[config.mk]
export PLATFORM = sky130hd
export DESIGN_NAME = spi_hold_ctrl
export DESIGN_NICKNAME = d
export VERILOG_FILES = /design/src/rtl/spi_hold_pkg.sv /design/src/rtl/spi_hold_sync.sv /design/src/rtl/spi_hold_fsm.sv /design/src/rtl/spi_hold_shift.sv /design/src/rtl/spi_hold_ctrl.sv
export SDC_FILE = /design/constraint.sdc
export NUM_CORES = 1
export LEC_CHECK = 0
export ABC_AREA = 0
export BUFFER_PORTS_ARGS = -buffer_cell sky130_fd_sc_hd__buf_2
export CAP_MARGIN = 15
export CORE_UTILIZATION = 47
export DETAILED_ROUTE_END_ITERATION = 12
export GPL_TIMING_DRIVEN = 0
export PLACE_DENSITY = 0.72
export SETUP_SLACK_MARGIN = 0.5
export SLEW_MARGIN = 20
export SYNTH_ARGS = -nofsm -noshare
export SYNTH_HDL_FRONTEND = slang
export SYNTH_SLANG_ARGS = --single-unit
[constraint.sdc]
create_clock -name clk -period 2 [get_ports clk]
set_clock_uncertainty 0.2 [all_clocks]
set_input_delay 0 -clock clk [delete_from_list [all_inputs] [get_ports clk]]
set_output_delay 0 -clock clk [all_outputs]
set_load 0.005 [all_outputs]
[src/rtl/spi_hold_pkg.sv]
package spi_hold_pkg;
  localparam int PIN_SCK   = 0;
  localparam int PIN_CSN   = 1;
  localparam int PIN_HOLDN = 2;
  localparam int NUM_PINS  = 3;
  // idle pin levels: pause released, deselected, clock low
  localparam logic [NUM_PINS-1:0] PIN_IDLE = 3'b110;
endpackage

[src/rtl/spi_hold_sync.sv]
module spi_hold_sync #(
  parameter int W = 3,
  parameter int STAGES = 2,
  parameter logic [W-1:0] IDLE = '0
) (
  input  logic         clk,
  input  logic         rst_n,
  input  logic [W-1:0] d,
  output logic [W-1:0] q
);
  logic [W-1:0] stg [STAGES];

  for (genvar g = 0; g < STAGES; g++) begin : g_stage
    if (g == 0) begin : g_first
      always_ff @(posedge clk or negedge rst_n)
        if (!rst_n) stg[g] <= IDLE;
        else        stg[g] <= d;
    end else begin : g_next
      always_ff @(posedge clk or negedge rst_n)
        if (!rst_n) stg[g] <= IDLE;
        else        stg[g] <= stg[g-1];
    end
  end

  assign q = stg[STAGES-1];
endmodule

[src/rtl/spi_hold_fsm.sv]
module spi_hold_fsm (
  input  logic clk,
  input  logic rst_n,
  input  logic sck_s,
  input  logic cs_n_s,
  input  logic hold_n_s,
  output logic held
);
  // The pause state follows the pause pin only in the clock-low phase;
  // a change seen while the clock is high waits for the next low phase.
  always_ff @(posedge clk or negedge rst_n)
    if (!rst_n)      held <= 1'b0;
    else if (cs_n_s) held <= 1'b0;
    else if (!sck_s) held <= !hold_n_s;

  p_no_hold_deselected_r2: assert property (@(posedge clk) disable iff (!rst_n)
    cs_n_s |=> !held);

  p_enter_clock_low_r3: assert property (@(posedge clk) disable iff (!rst_n)
    $rose(held) |-> $past(!sck_s && !hold_n_s && !cs_n_s));

  p_exit_clock_low_r5: assert property (@(posedge clk) disable iff (!rst_n)
    $fell(held) |-> $past(cs_n_s || (!sck_s && hold_n_s)));
endmodule

[src/rtl/spi_hold_shift.sv]
module spi_hold_shift #(
  parameter int DATA_W = 8,
  localparam int CW = (DATA_W > 1) ? $clog2(DATA_W) : 1
) (
  input  logic              clk,
  input  logic              rst_n,
  input  logic              sck_s,
  input  logic              sel,
  input  logic              held,
  input  logic [DATA_W-1:0] tx_data,
  input  logic              tx_valid,
  output logic              tx_ready,
  output logic              so_bit
);
  localparam logic [CW-1:0] LAST = CW'(DATA_W - 1);

  logic              sck_q;
  logic [DATA_W-1:0] sh;
  logic [CW-1:0]     cnt;
  logic              need;
  logic              armed;
  logic              live;
  logic              rise;
  logic              fall;

  assign live     = sel && !held;
  assign rise     = live && sck_s && !sck_q;
  assign fall     = live && !sck_s && sck_q;
  assign tx_ready = live && need;
  assign so_bit   = sh[DATA_W-1];

  always_ff @(posedge clk or negedge rst_n)
    if (!rst_n) sck_q <= 1'b0;
    else        sck_q <= sck_s;

  always_ff @(posedge clk or negedge rst_n)
    if (!rst_n) begin
      sh    <= '0;
      cnt   <= '0;
      need  <= 1'b1;
      armed <= 1'b0;
    end else if (!sel) begin
      cnt   <= '0;
      need  <= 1'b1;
      armed <= 1'b0;
    end else if (!held) begin
      if (need) begin
        if (tx_valid) begin
          sh    <= tx_data;
          need  <= 1'b0;
          armed <= 1'b0;
          cnt   <= '0;
        end
      end else begin
        if (rise) armed <= 1'b1;
        if (fall && armed) begin
          armed <= 1'b0;
          if (cnt == LAST) begin
            need <= 1'b1;
            cnt  <= '0;
          end else begin
            sh  <= sh << 1;
            cnt <= cnt + 1'b1;
          end
        end
      end
    end

  p_freeze_while_held_r7: assert property (@(posedge clk) disable iff (!rst_n)
    (held && sel) |=> ($stable(cnt) && $stable(sh) && $stable(armed)));

  p_ready_at_boundary_r10: assert property (@(posedge clk) disable iff (!rst_n)
    tx_ready |-> (cnt == '0 && !armed));
endmodule

[src/rtl/spi_hold_ctrl.sv]
module spi_hold_ctrl #(
  parameter int DATA_W = 8,
  parameter int SYNC_STAGES = 2
) (
  input  logic              clk,
  input  logic              rst_n,
  input  logic              sck_i,
  input  logic              cs_n_i,
  input  logic              hold_n_i,
  input  logic [DATA_W-1:0] tx_data,
  input  logic              tx_valid,
  output logic              tx_ready,
  output logic              so_o,
  output logic              so_oe,
  output logic              hold_o
);
  import spi_hold_pkg::*;

  logic [NUM_PINS-1:0] pins_raw;
  logic [NUM_PINS-1:0] pins_s;
  logic                held;
  logic                sel;

  assign pins_raw[PIN_SCK]   = sck_i;
  assign pins_raw[PIN_CSN]   = cs_n_i;
  assign pins_raw[PIN_HOLDN] = hold_n_i;

  spi_hold_sync #(.W(NUM_PINS), .STAGES(SYNC_STAGES), .IDLE(PIN_IDLE)) u_sync (
    .clk(clk), .rst_n(rst_n), .d(pins_raw), .q(pins_s)
  );

  spi_hold_fsm u_fsm (
    .clk(clk), .rst_n(rst_n),
    .sck_s(pins_s[PIN_SCK]), .cs_n_s(pins_s[PIN_CSN]), .hold_n_s(pins_s[PIN_HOLDN]),
    .held(held)
  );

  assign sel = !pins_s[PIN_CSN];

  spi_hold_shift #(.DATA_W(DATA_W)) u_shift (
    .clk(clk), .rst_n(rst_n), .sck_s(pins_s[PIN_SCK]), .sel(sel), .held(held),
    .tx_data(tx_data), .tx_valid(tx_valid), .tx_ready(tx_ready), .so_bit(so_o)
  );

  assign so_oe  = sel && !held;
  assign hold_o = held;
endmodule

==> impl_metrics.json <==
{
  "ys_ff_latch": 21,
  "power_w": 0.000961,
  "cts-root-buf": "clkbuf_4",
  "crit_required_ps": 1990,
  "slew_headroom": 0.696,
  "layout_commonest_cell": "buf_2",
  "clock-sinks": 21,
  "yosysUniqueCellTypes": 26,
  "drt-met1-wl_um": 842,
  "area_growth_pct": 46.3,
  "synth_edf_count": 0,
  "hold_viol_final": 0,
  "clk_pin_slew_worst_paths_ps": 110,
  "synth_warnings": 0,
  "initial_utilization": 0.526,
  "synth_nets": 90,
  "die_h_um": 47.1,
  "crit_type": "reg -> reg",
  "wl_met3_um": 48,
  "dp.final_hpwl_um": 1150,
  "leakagePower_nw": 0.631,
  "maxCapViolations": 0,
  "die_area_mm2": 0.00222,
  "placementRows": 15,
  "syn_area_um2": 957,
  "cts_buffer_depth": 2,
  "avgRoutedWirePerCell_um": 13.0,
  "drc_errors": 0,
  "grt_pass1_wl_um": 2840,
  "critPathMaxFanout": 8,
  "grt_overflow": 0,
  "syn_area_per_cell_um2": 12.9,
  "outcome": "complete, no violations",
  "powerDensity_mw_per_mm2": 686,
  "hold-worst-slack_ps": 136,
  "clock_latency_ps": 300,
  "start_kind": "flip-flop",
  "core_mm2": 0.00182,
  "grt_setup_unrepaired": "true",
  "io_pins": 18,
  "nets": 138,
  "final_max_slew_viol_count": 0,
  "regToRegSetupSlack_ps": 200,
  "drtIter0Drc": 1,
  "synth_flop_cell": "dfrtp_1",
  "hold_path.class": "in -> reg",
  "finalCriticalPeriod_ps": 1800,
  "topRoutingLayerUsed": "met4",
  "synth-seq-area-share": 0.556,
  "layout_common_cells": "buf_2 (17), dfrtp_1 (16), dlygate4sd3_1 (14)",
  "finalWeightedCongestion": 0.759,
  "finalWirelength_um": 1900,
  "drive_gt1_frac": 0.504,
  "drt-pass1-iter-count": 4,
  "first_global_vias": 659,
  "io_buffers": 17,
  "grtUsageTotal": 0.193,
  "synthArstFlopShare": 1.00,
  "cts_tree": "built",
  "worstSetupEndpointType": "flip-flop",
  "antenna_found_initial": 0,
  "min_path_cells": 2,
  "vias": 733,
  "fin_crit_sh": 0.898,
  "fmax_mhz": 557,
  "cts_buffers": 3,
  "via_per_inst": 5.02,
  "worst_pin_slew_ps": 452,
  "tns_ps": 0,
  "grt_max_degree": 22,
  "ant_nets": 0,
  "rr_worst_depth": 6,
  "syn-instance-count": 74,
  "die_x_um": 47.1,
  "crit_arrival_ps": 1780,
  "num_antenna_cells": 0,
  "vdd_drop_max_v": 0.000628,
  "setup_viol": 0,
  "cts_max_level": 1,
  "dr_wl_met2_um": 994
}
[metal layers]
metal  vias to the layer above  GRT usage
met5                         -          0
met4                         0     0.0857
met3                         2     0.0385
met2                        17      0.331
met1                       356      0.237
li1                        358          -
[critical path, stage by stage (launching register included)]
cell and delay [ps]:
dfrtp_1 400, ha_2 200, ha_4 160, nor4_4 210
a32oi_4 90, buf_12 150, mux2_2 260
[layout make-up]
type | count | area [um^2]
sequential | 21 | 532
fill | 122 | 420
multi-input combinational | 44 | 425
buffer | 2 | 22.5
clock inverter | 1 | 5.00
inverter | 7 | 26.3
tap | 25 | 31.3
timing repair buffer | 43 | 335
clock buffer | 3 | 22.5
[stage by stage]
step	setup WS [ps]	util	instance area, um^2	std cells
3_3_place_gp	189	0.601	1090	116
3_5_place_dp	203	0.601	1090	116
2_1_floorplan	303	-	977	74
6_report	205	0.769	1400	146
5_1_grt	141	0.769	1400	146
4_1_cts	215	0.756	1380	145
[Yosys cell counts, drive strengths merged (2+ instances only)]
master | count | area share
dfrtp | 16 | 0.42
mux2 | 13 | 0.15
inv | 7 | 0.027
dfstp | 5 | 0.14
nand3 | 4 | 0.021
nand2 | 3 | 0.012
nor2 | 3 | 0.014
o21ai | 3 | 0.016
buf | 2 | 0.010
ha | 2 | 0.026
o211ai | 2 | 0.016
[worst paths after layout]
kind / startpoint / endpoint
worst min-delay path: cs_n_i / u_sync.stg[4]$_DFF_PN1_
worst max-delay path: u_shift.cnt[0]$_DFFE_PN0P_ / u_shift.sh[7]$_DFFE_PN0P_
worst min register to register: u_sync.stg[4]$_DFF_PN1_ / u_sync.q[1]$_DFF_PN1_
worst max register to register: u_shift.cnt[0]$_DFFE_PN0P_ / u_shift.sh[7]$_DFFE_PN0P_
min in group asynchronous: rst_n / u_shift.cnt[0]$_DFFE_PN0P_
max in group asynchronous: rst_n / u_shift.need$_DFFE_PN1N_
[where the power goes]
group | total (W) | internal [W] | switching, W | leakage [nW]
Combinational | 0.000226 | 0.000143 | 0.0000834 | 0.363
Clock | 0.000197 | 0.0000745 | 0.000122 | 0.0177
Sequential | 0.000538 | 0.000498 | 0.0000395 | 0.251
Total | 0.000961 | 0.000716 | 0.000245 | 0.631
[timing repair]
| item | 4_1_cts | 5_1_grt |
|---|---|---|
| hold buffers | 14 | 0 |
| setup buffers | 11 | 1 |
| pin swaps | 2 | 1 |
| resized for setup | 6 | 3 |
| setup endpoints to repair | 14 | 14 |
| endpoints found under the hold margin | 33 | 0 |
| cloned | 0 | 0 |
[logic make-up after synthesis]
group | synth area share
buffers and inverters | 0.0379
multiplexers | 0.163
flip-flops | 0.556
adder cells (fa/ha/maj) | 0.0261
AND/OR/NAND/NOR | 0.109
AO/OA/AOI/OAI | 0.108
[state kept, by name, summed over array words and instances (netlist names)]
register,cells
u_shift.sck_q,1
u_shift.need,1
u_fsm.held,1
u_shift.cnt,3
u_shift.armed,1
u_sync.stg,3
u_sync.q,3
u_shift.sh,8
No activity file was read; power rests on OpenSTA's default activity.
